## config.mk

```make
export PLATFORM = sky130hd
export DESIGN_NAME = modem_ctrl_unit
export DESIGN_NICKNAME = d
export VERILOG_FILES = /design/src/rtl/mcu_pkg.sv /design/src/rtl/mcu_sync.sv /design/src/rtl/mcu_ctrl.sv /design/src/rtl/mcu_datapath.sv /design/src/rtl/modem_ctrl_unit.sv
export SDC_FILE = /design/constraint.sdc
export NUM_CORES = 1
export LEC_CHECK = 0
export ABC_AREA = 1
export ABC_CLOCK_PERIOD_IN_PS = 1200
export BUFFER_PORTS_ARGS = -buffer_cell sky130_fd_sc_hd__buf_4
export CAP_MARGIN = 20
export CORE_ASPECT_RATIO = 1.1
export CORE_MARGIN = 3
export CORE_UTILIZATION = 42
export DETAILED_ROUTE_END_ITERATION = 6
export PLACE_DENSITY_LB_ADDON = 0.05
export SKIP_CTS_REPAIR_TIMING = 1
export SLEW_MARGIN = 20
export SYNTH_ARGS = -nofsm -noshare
export SYNTH_HDL_FRONTEND = slang
export SYNTH_SLANG_ARGS = --single-unit
```

## constraint.sdc

```tcl
create_clock -name clk -period 1.2 [get_ports clk]
set_input_delay 0.12 -clock clk [delete_from_list [all_inputs] [get_ports clk]]
set_output_delay 0.12 -clock clk [all_outputs]
set_load 0.05 [all_outputs]
```

## src/rtl/mcu_pkg.sv

```systemverilog
package mcu_pkg;

  localparam int NUM_LINES = 4;

  // register addresses
  localparam logic [1:0] ADDR_CTRL = 2'd0;
  localparam logic [1:0] ADDR_STAT = 2'd1;
  localparam logic [1:0] ADDR_IER  = 2'd2;
  localparam logic [1:0] ADDR_TRIG = 2'd3;

  // control register bit positions
  localparam int CTRL_DTR  = 0;
  localparam int CTRL_RTS  = 1;
  localparam int CTRL_AUXA = 2;
  localparam int CTRL_AUXB = 3;
  localparam int CTRL_LOOP = 4;
  localparam int CTRL_ARTS = 6;
  localparam int CTRL_ACTS = 7;

  // interrupt enable bit
  localparam int IER_MODEM = 3;

  // line index inside level / flag vectors
  localparam int LN_CTS = 0;
  localparam int LN_DSR = 1;
  localparam int LN_RI  = 2;
  localparam int LN_DCD = 3;

  typedef struct packed {
    logic       wrCtrl;
    logic       wrIer;
    logic       wrTrig;
    logic       rdStatus;
    logic [1:0] sel;
  } mcuStrobeT;

endpackage

```

## src/rtl/mcu_sync.sv

```systemverilog
module mcu_sync #(
  parameter int   WIDTH   = 4,
  parameter int   STAGES  = 2,
  parameter logic RST_VAL = 1'b1
) (
  input  logic             clk,
  input  logic             rstN,
  input  logic [WIDTH-1:0] dIn,
  output logic [WIDTH-1:0] dOut
);

  logic [WIDTH-1:0] stage [STAGES];

  genvar s;
  generate
    for (s = 0; s < STAGES; s++) begin : gStage
      if (s == 0) begin : gFirst
        always_ff @(posedge clk or negedge rstN) begin
          if (!rstN) stage[0] <= {WIDTH{RST_VAL}};
          else       stage[0] <= dIn;
        end
      end else begin : gNext
        always_ff @(posedge clk or negedge rstN) begin
          if (!rstN) stage[s] <= {WIDTH{RST_VAL}};
          else       stage[s] <= stage[s-1];
        end
      end
    end
  endgenerate

  assign dOut = stage[STAGES-1];

endmodule

```

## src/rtl/mcu_ctrl.sv

```systemverilog
module mcu_ctrl
  import mcu_pkg::*;
(
  input  logic       wrEn,
  input  logic       rdEn,
  input  logic [1:0] addr,
  output mcuStrobeT  strobes
);

  always_comb begin
    strobes          = '0;
    strobes.sel      = addr;
    strobes.wrCtrl   = wrEn && (addr == ADDR_CTRL);
    strobes.wrIer    = wrEn && (addr == ADDR_IER);
    strobes.wrTrig   = wrEn && (addr == ADDR_TRIG);
    strobes.rdStatus = rdEn && (addr == ADDR_STAT);
  end

endmodule

```

## src/rtl/mcu_datapath.sv

```systemverilog
module mcu_datapath
  import mcu_pkg::*;
#(
  parameter int DATA_W      = 8,
  parameter int FILL_W      = 5,
  parameter int SYNC_STAGES = 2,
  parameter int TRIG_RST    = 8
) (
  input  logic                 clk,
  input  logic                 rstN,
  input  mcuStrobeT            strobes,
  input  logic [DATA_W-1:0]    wrData,
  input  logic [NUM_LINES-1:0] pinsN,
  input  logic [FILL_W-1:0]    rxFill,
  output logic [DATA_W-1:0]    rdData,
  output logic                 rtsN,
  output logic                 dtrN,
  output logic                 txAllow,
  output logic                 modemIrq,
  output logic [DATA_W-1:0]    ctrlReg,
  output logic [DATA_W-1:0]    ierReg,
  output logic [FILL_W-1:0]    trigReg,
  output logic [NUM_LINES-1:0] flagReg
);

  localparam int PAD_W = DATA_W - FILL_W;

  logic [NUM_LINES-1:0] pinsSyncN;
  logic [NUM_LINES-1:0] lvlNext;
  logic [NUM_LINES-1:0] lvlReg;
  logic [NUM_LINES-1:0] lineDelta;
  logic [NUM_LINES-1:0] irqMask;
  logic                 loopOn;
  logic                 autoRts;
  logic                 autoCts;
  logic                 fillHigh;

  mcu_sync #(
    .WIDTH  (NUM_LINES),
    .STAGES (SYNC_STAGES),
    .RST_VAL(1'b1)
  ) uSync (
    .clk  (clk),
    .rstN (rstN),
    .dIn  (pinsN),
    .dOut (pinsSyncN)
  );

  assign loopOn  = ctrlReg[CTRL_LOOP];
  assign autoRts = ctrlReg[CTRL_ARTS];
  assign autoCts = ctrlReg[CTRL_ACTS];

  // register file
  always_ff @(posedge clk or negedge rstN) begin
    if (!rstN) begin
      ctrlReg <= '0;
      ierReg  <= '0;
      trigReg <= FILL_W'(TRIG_RST);
    end else begin
      if (strobes.wrCtrl) ctrlReg <= wrData;
      if (strobes.wrIer)  ierReg  <= wrData;
      if (strobes.wrTrig) trigReg <= wrData[FILL_W-1:0];
    end
  end

  // line level source: pins or loop-back control bits
  always_comb begin
    if (loopOn) begin
      lvlNext[LN_CTS] = ctrlReg[CTRL_RTS];
      lvlNext[LN_DSR] = ctrlReg[CTRL_DTR];
      lvlNext[LN_RI]  = ctrlReg[CTRL_AUXA];
      lvlNext[LN_DCD] = ctrlReg[CTRL_AUXB];
    end else begin
      lvlNext = ~pinsSyncN;
    end
  end

  assign lineDelta = lvlNext ^ lvlReg;

  // per-line level and sticky change flag
  genvar ln;
  generate
    for (ln = 0; ln < NUM_LINES; ln++) begin : gLine
      always_ff @(posedge clk or negedge rstN) begin
        if (!rstN) begin
          lvlReg[ln]  <= 1'b0;
          flagReg[ln] <= 1'b0;
        end else begin
          lvlReg[ln] <= lvlNext[ln];
          if (lineDelta[ln])
            flagReg[ln] <= 1'b1;
          else if (strobes.rdStatus)
            flagReg[ln] <= 1'b0;
        end
      end
    end
  endgenerate

  // interrupt: CTS drops out of the sources under auto-CTS
  always_comb begin
    irqMask         = '1;
    irqMask[LN_CTS] = !autoCts;
  end

  assign modemIrq = ierReg[IER_MODEM] && |(flagReg & irqMask);
  assign txAllow  = autoCts ? lvlReg[LN_CTS] : 1'b1;

  assign fillHigh = (rxFill >= trigReg);

  // registered handshake outputs
  always_ff @(posedge clk or negedge rstN) begin
    if (!rstN) begin
      rtsN <= 1'b1;
      dtrN <= 1'b1;
    end else if (loopOn) begin
      rtsN <= 1'b1;
      dtrN <= 1'b1;
    end else begin
      rtsN <= autoRts ? fillHigh : !ctrlReg[CTRL_RTS];
      dtrN <= !ctrlReg[CTRL_DTR];
    end
  end

  // read mux
  always_comb begin
    unique case (strobes.sel)
      ADDR_CTRL: rdData = ctrlReg;
      ADDR_STAT: rdData = DATA_W'({lvlReg, flagReg});
      ADDR_IER:  rdData = ierReg;
      default:   rdData = {{PAD_W{1'b0}}, trigReg};
    endcase
  end

endmodule

```

## src/rtl/modem_ctrl_unit.sv

```systemverilog
module modem_ctrl_unit
  import mcu_pkg::*;
#(
  parameter int DATA_W      = 8,
  parameter int FILL_W      = 5,
  parameter int SYNC_STAGES = 2,
  parameter int TRIG_RST    = 8
) (
  input  logic              clk,
  input  logic              rstN,
  input  logic              wrEn,
  input  logic              rdEn,
  input  logic [1:0]        addr,
  input  logic [DATA_W-1:0] wrData,
  output logic [DATA_W-1:0] rdData,
  input  logic              ctsN,
  input  logic              dsrN,
  input  logic              riN,
  input  logic              dcdN,
  input  logic [FILL_W-1:0] rxFill,
  output logic              rtsN,
  output logic              dtrN,
  output logic              txAllow,
  output logic              modemIrq
);

  mcuStrobeT            strobes;
  logic [NUM_LINES-1:0] pinsN;
  logic [DATA_W-1:0]    ctrlReg;
  logic [DATA_W-1:0]    ierReg;
  logic [FILL_W-1:0]    trigReg;
  logic [NUM_LINES-1:0] flagReg;
  logic                 rdStatus;

  assign pinsN    = {dcdN, riN, dsrN, ctsN};
  assign rdStatus = strobes.rdStatus;

  mcu_ctrl uCtrl (
    .wrEn    (wrEn),
    .rdEn    (rdEn),
    .addr    (addr),
    .strobes (strobes)
  );

  mcu_datapath #(
    .DATA_W      (DATA_W),
    .FILL_W      (FILL_W),
    .SYNC_STAGES (SYNC_STAGES),
    .TRIG_RST    (TRIG_RST)
  ) uData (
    .clk      (clk),
    .rstN     (rstN),
    .strobes  (strobes),
    .wrData   (wrData),
    .pinsN    (pinsN),
    .rxFill   (rxFill),
    .rdData   (rdData),
    .rtsN     (rtsN),
    .dtrN     (dtrN),
    .txAllow  (txAllow),
    .modemIrq (modemIrq),
    .ctrlReg  (ctrlReg),
    .ierReg   (ierReg),
    .trigReg  (trigReg),
    .flagReg  (flagReg)
  );

endmodule

```

# ---- Yosys cells after proc, flatten, opt, wreduce, memory -nomap -nowiden
# Index checks and enable logic that the tools add are counted.
dict set report classes {
  n_reduce_logical 14
  eq_ne 3
  bitwise 3
  n_mux 11
  n_lt_le_gt_ge 1
}
# op count
set op_table {}
lappend op_table {{one-hot mux 8 bit (3 select lines)} 1}
lappend op_table {{two-way mux 1 bit} 9}
lappend op_table {{nonzero test 2 bit} 4}
lappend op_table {{greater-or-equal comparator 5 bit} 1}
lappend op_table {{logical AND 1 bit} 5}
lappend op_table {{AND 4 bit} 1}
lappend op_table {{== test 2 bit (second input constant)} 2}
lappend op_table {{two-way mux 4 bit} 1}
lappend op_table {{inverter 4 bit} 1}
lappend op_table {{OR reduction 4 bit} 1}
lappend op_table {{XOR 4 bit} 1}
lappend op_table {{zero test 1 bit} 3}
lappend op_table {{== test 2 x 1 -> 1 bit (second input constant)} 1}
lappend op_table {{zero test 2 bit} 1}
dict set report word_totals {
  register_bits 39
  input_bits 23
}

# ---- Logic depth before layout (Yosys ltp)
# Gate-level depths: netlist (run 1).
dict set report logic_depth {
  depth_word 4
  mapped_depth 8
  ltp_nobuf 8
}

# ---- By module
# A second synthesis (run 1) with hierarchy kept.
dict set report unflattened {
  hier_cells 190
  area_unflattened_um2 1828.0
}
# mod seq_area_each_um2 area_each_um2 n_inst cells_per_inst
set by_module_without_submodules {}
lappend by_module_without_submodules {mcu_datapath 779.5 1542.7 1 168}
lappend by_module_without_submodules {mcu_sync 210.2 240.2 1 12}
lappend by_module_without_submodules {mcu_ctrl 0.0 45.0 1 10}

# ---- Least setup slack after synthesis (run 1)
# OpenSTA, ideal clock, no wires.
dict set report synth_timing {
  path_kind {flip-flop to output port}
  start {reg uData.trigReg[1]}
  end {out rdData[1]}
  required_time_ps 1080
  setup_slack_ps -131
  path_buffers 0
  stages_incl_launch_ff 3
  arrival_ps 1211
  path_cell_list {dfrtp_1 inv_1 o2111ai_1}
}
dict set report synth_between {
  elab_chain_cells 1
}
# item line
set synth_lines {}
lappend synth_lines {{from (decl)} mcu_datapath.sv:22} ;# output logic [FILL_W-1:0] trigReg,
lappend synth_lines {{from (signal assigned)} mcu_datapath.sv:58} ;# trigReg <= FILL_W'(TRIG_RST);
lappend synth_lines {{from (signal assigned)} mcu_datapath.sv:62} ;# if (strobes.wrTrig) trigReg <= wrData[FILL_W-1:0];
lappend synth_lines {{one-hot mux 8 bit (3 select lines)} mcu_datapath.sv:126} ;# unique case (strobes.sel)
lappend synth_lines {{to (decl)} modem_ctrl_unit.sv:15} ;# output logic [DATA_W-1:0] rdData,
# No other way between the ends.

# ---- Worst setup path in the final report (run 1)
dict set report layout_timing {
  start {reg uData.trigReg[3]}
  end {out rdData[3]}
}
# Same word-level chain as after synthesis.

==> impl_metrics.yaml, run 1 <==
outcome:
  outcome: "finished with violations"
  violations: "negative setup slack"
synth:
  mappedNetlistArea_um2: 1770
  syn_inst: 195
  yosys_most_used_dff: "dfrtp_1"
  synthArstFlopShare: 1.00
  yosysMostFrequentCell: "nand2_1"
  synth_edf_count: 0
  ys_types: 22
  ys_ff_latch: 39
  ys_seq_area_frac: 0.559
  synth_top_area_share: 0.396
  synth_common_cells: "nand2_1, dfrtp_1, inv_1"
  synth_area_leader_cell: "dfrtp_1"
  ys_warn_count: 0
  synthTopCellsByArea: "dfrtp_1, dfstp_2, nand2_1"
  avgSynthCellArea_um2: 9.08
  syn_nets: 223
clock_tree:
  numCtsBuffers: 5
  cts_max_level: 2
  clk_pin_slew_worst_paths_ns: 0.07
  clock_sinks: 39
  root_buffer: "clkbuf_8"
  cts_tree: "built"
  clk_latency_ns: 0.29
  cts_max_path_buffers: 2
drt:
  drt_wl_total_mm: 4.07
  first_pass_iters: 4
  vias: 1452
  route.detailed.wl_per_inst_um: 13.3
  drc: 0
  antenna_left: 0
  drt_iter0_drc: 71
  vias_per_cell: 4.76
floorplan:
  rows: 24
  initial_core_util: 0.440
  die_h_um: 74.1
  ios: 35
  die_w_um: 67.9
  core-area_um2: 4020
  dieArea_um2: 5030
sta:
  grt_setup_unrepaired: "true"
  finalSetupViolCount: 6
  layout_setup_ws_ns: -0.156
  hold_viol: 0
  fin_crit_ns: 1.36
  fin_tns_setup_ns: -0.475
  final.period_utilization: 1.13
  max_freq_ghz: 0.738
  holdWs_ns: 0.0942
  tightest_slew_ns: 0.480
  slew_viol_final: 0
  slew_headroom: 0.680
  clock_skew_ns: 0.00887
layout:
  final_cells: 305
  n_fill_cell: 393
  seqCellArea_um2: 991
  diodes: 0
  area_growth_syn_to_layout_pct: 36.0
  fin_util: 0.599
  fin_nets: 280
  multi_input_area_um2: 719
  drive_gt1_frac: 0.372
worst_setup_path:
  worstSetupPathType: "reg2out"
  startpoint_type: "register"
  cp_cell_sequence: "buf_6 -> nand2_2 -> nand4_1 -> buf_6"
  critical_path_arrival_ns: 1.24
  slowest_stage: "dfstp_2"
  path_depth: 4
  cp_top_family: "flip-flops"
  end_kind: "output port"
  slowest_delay_ns: 0.55
  crit_path_max_fanout: 2
  startpoint: "uData.trigReg[3]$_DFFE_PN1P_"
  r2r_cells: 8
  cp.required_ns: 1.08
  timing.rr.start: "uData.trigReg[3]$_DFFE_PN1P_"
  crit_top_cell: "buf_6"
  path_buf_inv: 2
power:
  combPwrFrac: 0.301
  p_sw_w: 0.00122
  power_density_nw_per_um2: 1530
  clockPowerShare: 0.248
  p_leak_nw: 1.21
  design_power_total_w: 0.00369
  swShare: 0.331
  p_seq_frac: 0.451
  p_int_w: 0.00247
  ir_worst_vdd_uv: 917
run:
  maxCapViolCount: 0
grt:
  grtUsageTotal: 0.174
  grt_pass1_vias: 1351
  gr-total-overflow: 0
  antenna_found_initial: 0
  grt_max_degree: 40
  grt_pass1_wl_mm: 6.24
worst_hold_path:
  hp-class: "in2reg"
  hold_path_depth: 3
  min_from: "wrData[5]"
placed_design:
  dp.cells: 280
  hpwl_mm: 2.89
  io_buffers: 34
  globalplace.congestion: 0.770
## sequential cells by signal, summed over array words and instances, names as in the netlist
register,count
uData.dtrN,1
uData.uSync.dOut,4
uData.trigReg,5
uData.flagReg,4
uData.ctrlReg,8
uData.rtsN,1
uData.lvlReg,4
uData.uSync.stage,4
uData.ierReg,8
## kinds of logic after synthesis
family | share of synthesized area
simple gates | 0.223
compound gates | 0.0982
fa+ha+maj | 0.0353
xor+xnor | 0.0198
flops | 0.559
buf+inv | 0.0643
## through the flow
step,worst slack (ns),cell area (um2)
3_3_place_gp,-0.00879,2080
3_5_place_dp,-0.0600,2080
6_report,-0.156,2410
5_1_grt,-0.245,2410
2_1_floorplan,0.00604,1780
4_1_cts,-0.234,2180
## layout make-up
cell class	count	share of cell area
clock buffer	7	0.0358
clock inverter	1	0.00364
inverter	23	0.0358
multi-input combinational	130	0.299
sequential	39	0.411
tap	52	0.0270
timing repair buffer	53	0.188
## cells in the final DEF (no fill, tap or decap), drive strengths merged
master	Yosys	routed
o2111ai	1	1
dfrtp	28	28
nor3	1	1
ha	5	5
nand2	78	78
xor2	1	1
clkbuf	0	7
o21ai	26	26
nand3	4	4
buf	3	48
a21oi	1	1
dfstp	11	11
nand4	4	4
xnor2	3	3
clkinv	0	1
nor2	6	6
dlygate4sd3	0	5
inv	23	23
## metal layers
layer | up-vias | share of wire | global-route usage
li1 | 725 | - | -
met1 | 686 | 0.42 | 0.212
met2 | 34 | 0.52 | 0.292
met3 | 7 | 0.047 | 0.0514
met4 | 0 | 0.016 | 0.0596
met5 | - | 0 | 0
## worst paths after layout
check	end	slack, ns
worst max-delay path	rdData[3]	-0.16
worst min-delay path	uData.ierReg[5]$_DFFE_PN0P_	0.09
worst max register to register	uData.rtsN$_DFF_PN1_	-0.07
worst min register to register	uData.uSync.dOut[3]$_DFF_PN1_	0.35
max in group asynchronous	uData.trigReg[3]$_DFFE_PN1P_	0.50
min in group asynchronous	uData.lvlReg[0]$_DFF_PN0_	0.33
## power by group through the flow
stage	Sequential, W	Clock (W)	Combinational, W
final	0.00166	0.000913	0.00111
after global routing	0.00168	0.00101	0.00122
after CTS	0.00167	0.000934	0.000911
after detailed placement	0.00170	0	0.000906
after global placement	0.00169	0	0.000884
after floorplan	0.00169	0	0.000591
## tightest hold or removal path, stage by stage
cell and delay (ns):
buf_4 0.07, inv_1 0.04, o21ai_2 0.11
No activity file was read; power rests on OpenSTA's default activity.
==> run 2, diff against run 1 <==
--- a/config.mk
+++ b/config.mk
@@ -10,7 +10,6 @@
 export BUFFER_PORTS_ARGS = -buffer_cell sky130_fd_sc_hd__buf_4
 export CAP_MARGIN = 20
 export CORE_ASPECT_RATIO = 1.1
-export CORE_MARGIN = 3
 export CORE_UTILIZATION = 42
 export DETAILED_ROUTE_END_ITERATION = 6
 export PLACE_DENSITY_LB_ADDON = 0.05
==> impl_metrics.yaml, run 2 (synthesized netlist as in run 1, its figures left out) <==
floorplan:
  initial_core_util: 0.443
  dieArea_um2: 4480
  die_w_um: 63.9
  ios: 35
  die_h_um: 70.1
  core-area_um2: 3990
  rows: 24
sta:
  max_freq_ghz: 0.729
  fin_crit_ns: 1.37
  fin_tns_setup_ns: -0.509
  clock_skew_ns: 0.00552
  final.period_utilization: 1.14
  holdWs_ns: 0.0949
  slew_headroom: 0.676
  grt_setup_unrepaired: "true"
  tightest_slew_ns: 0.487
  hold_viol: 0
  slew_viol_final: 0
  layout_setup_ws_ns: -0.172
  finalSetupViolCount: 5
clock_tree:
  cts_tree: "built"
  root_buffer: "clkbuf_8"
  clk_latency_ns: 0.29
  clk_pin_slew_worst_paths_ns: 0.07
  cts_max_path_buffers: 2
  cts_max_level: 2
  clock_sinks: 39
  numCtsBuffers: 5
worst_setup_path:
  end_kind: "output port"
  startpoint_type: "register"
  crit_path_max_fanout: 2
  worstSetupPathType: "reg2out"
  critical_path_arrival_ns: 1.25
  timing.rr.start: "uData.trigReg[3]$_DFFE_PN1P_"
  r2r_cells: 8
  startpoint: "uData.trigReg[3]$_DFFE_PN1P_"
  cp.required_ns: 1.08
layout:
  final_cells: 297
  final_common_cell: "nand2_1"
  area_growth_syn_to_layout_pct: 33.5
  diodes: 0
  final_cell_area_um2: 2360
  fin_nets: 272
  final_cell_mix: "nand2_1, buf_4, dfrtp_1, inv_1, o21ai_0"
  reg_top3: "uData.ctrlReg (8), uData.ierReg (8), uData.trigReg (5)"
  drive_gt1_frac: 0.359
placed_design:
  pre_cts_ws_ns: -0.0855
  place_area_um2: 2080
  globalplace.congestion: 0.762
  dp.cells: 280
  hpwl_mm: 2.71
  io_buffers: 34
worst_hold_path:
  hp-class: "in2reg"
  min_from: "wrData[7]"
  hold_path_depth: 3
outcome:
  outcome: "finished with violations"
  violations: "negative setup slack"
grt:
  grt_pass1_wl_mm: 6.40
  grt_max_degree: 40
  antenna_found_initial: 0
  grt_pass1_vias: 1404
  gr-total-overflow: 0
  grtUsageTotal: 0.189
drt:
  antenna_left: 0
  vias: 1410
  vias_per_cell: 4.75
  drc: 0
  drt_iter0_drc: 46
  first_pass_iters: 4
  drt_wl_total_mm: 3.87
  route.detailed.wl_per_inst_um: 13.0
power:
  ir_worst_vdd_uv: 906
  p_leak_nw: 1.17
  power_density_nw_per_um2: 1520
run:
  maxCapViolCount: 0
run 2: cell count changes in the layout (fill, tap and decap cells not counted), moves of 2 or more:
cell     previous run  this run
nand2_4             1         3
dfrtp_2             1         3
dfrtp_1            27        25
buf_4              38        29
run 2: metrics by stage:
| stage | total power [W] | utilization |
|---|---|---|
| CTS | 0.00344 | 0.542 |
| global route | 0.00379 | 0.592 |
| global placement | 0.00257 | 0.522 |
| floorplan | 0.00228 | - |
| detailed placement | 0.00260 | 0.522 |
| finish | 0.00359 | 0.592 |
run 2: final timing paths:
path	slack (ns)	end
min in group asynchronous	0.33	uData.flagReg[0]$_DFFE_PN0P_
setup reg to reg	-0.08	uData.rtsN$_DFF_PN1_
hold / removal	0.09	uData.ierReg[7]$_DFFE_PN0P_
setup / recovery	-0.17	rdData[3]
max in group asynchronous	0.50	uData.ctrlReg[6]$_DFFE_PN0P_
hold reg to reg	0.36	uData.uSync.dOut[2]$_DFF_PN1_
run 2: cell type report:
| class | instances | area (um2) |
|---|---|---|
| well taps | 52 | 65.1 |
| repair buffers | 45 | 395 |
| clock inverters | 1 | 5.00 |
| flip-flops and latches | 39 | 993 |
| multi-input cells | 130 | 742 |
| clock buffers | 7 | 76.3 |
| inverters | 23 | 86.3 |
| fillers | 391 | 1630 |
run 2: layer usage:
layer  share of wire  wire length [um]  GRT usage  vias up
li1                -                 -          -      712
met1            0.45              1750      0.248      657
met2            0.49              1910      0.307       32
met3           0.038               148     0.0343        9
met4           0.018                68     0.0758        0
met5               0                 0          0        -
run 2: critical path, cell delays in order (launching register included):
cell and delay, ns:
dfstp_2 0.55, buf_6 0.10, nand2_2 0.05, nand4_1 0.10
buf_6 0.17
run 2: where the power goes:
| part | internal [W] | switching (W) |
|---|---|---|
| logic | 0.000433 | 0.000627 |
| clock network | 0.000408 | 0.000437 |
| registers | 0.00153 | 0.000152 |
| total | 0.00237 | 0.00122 |
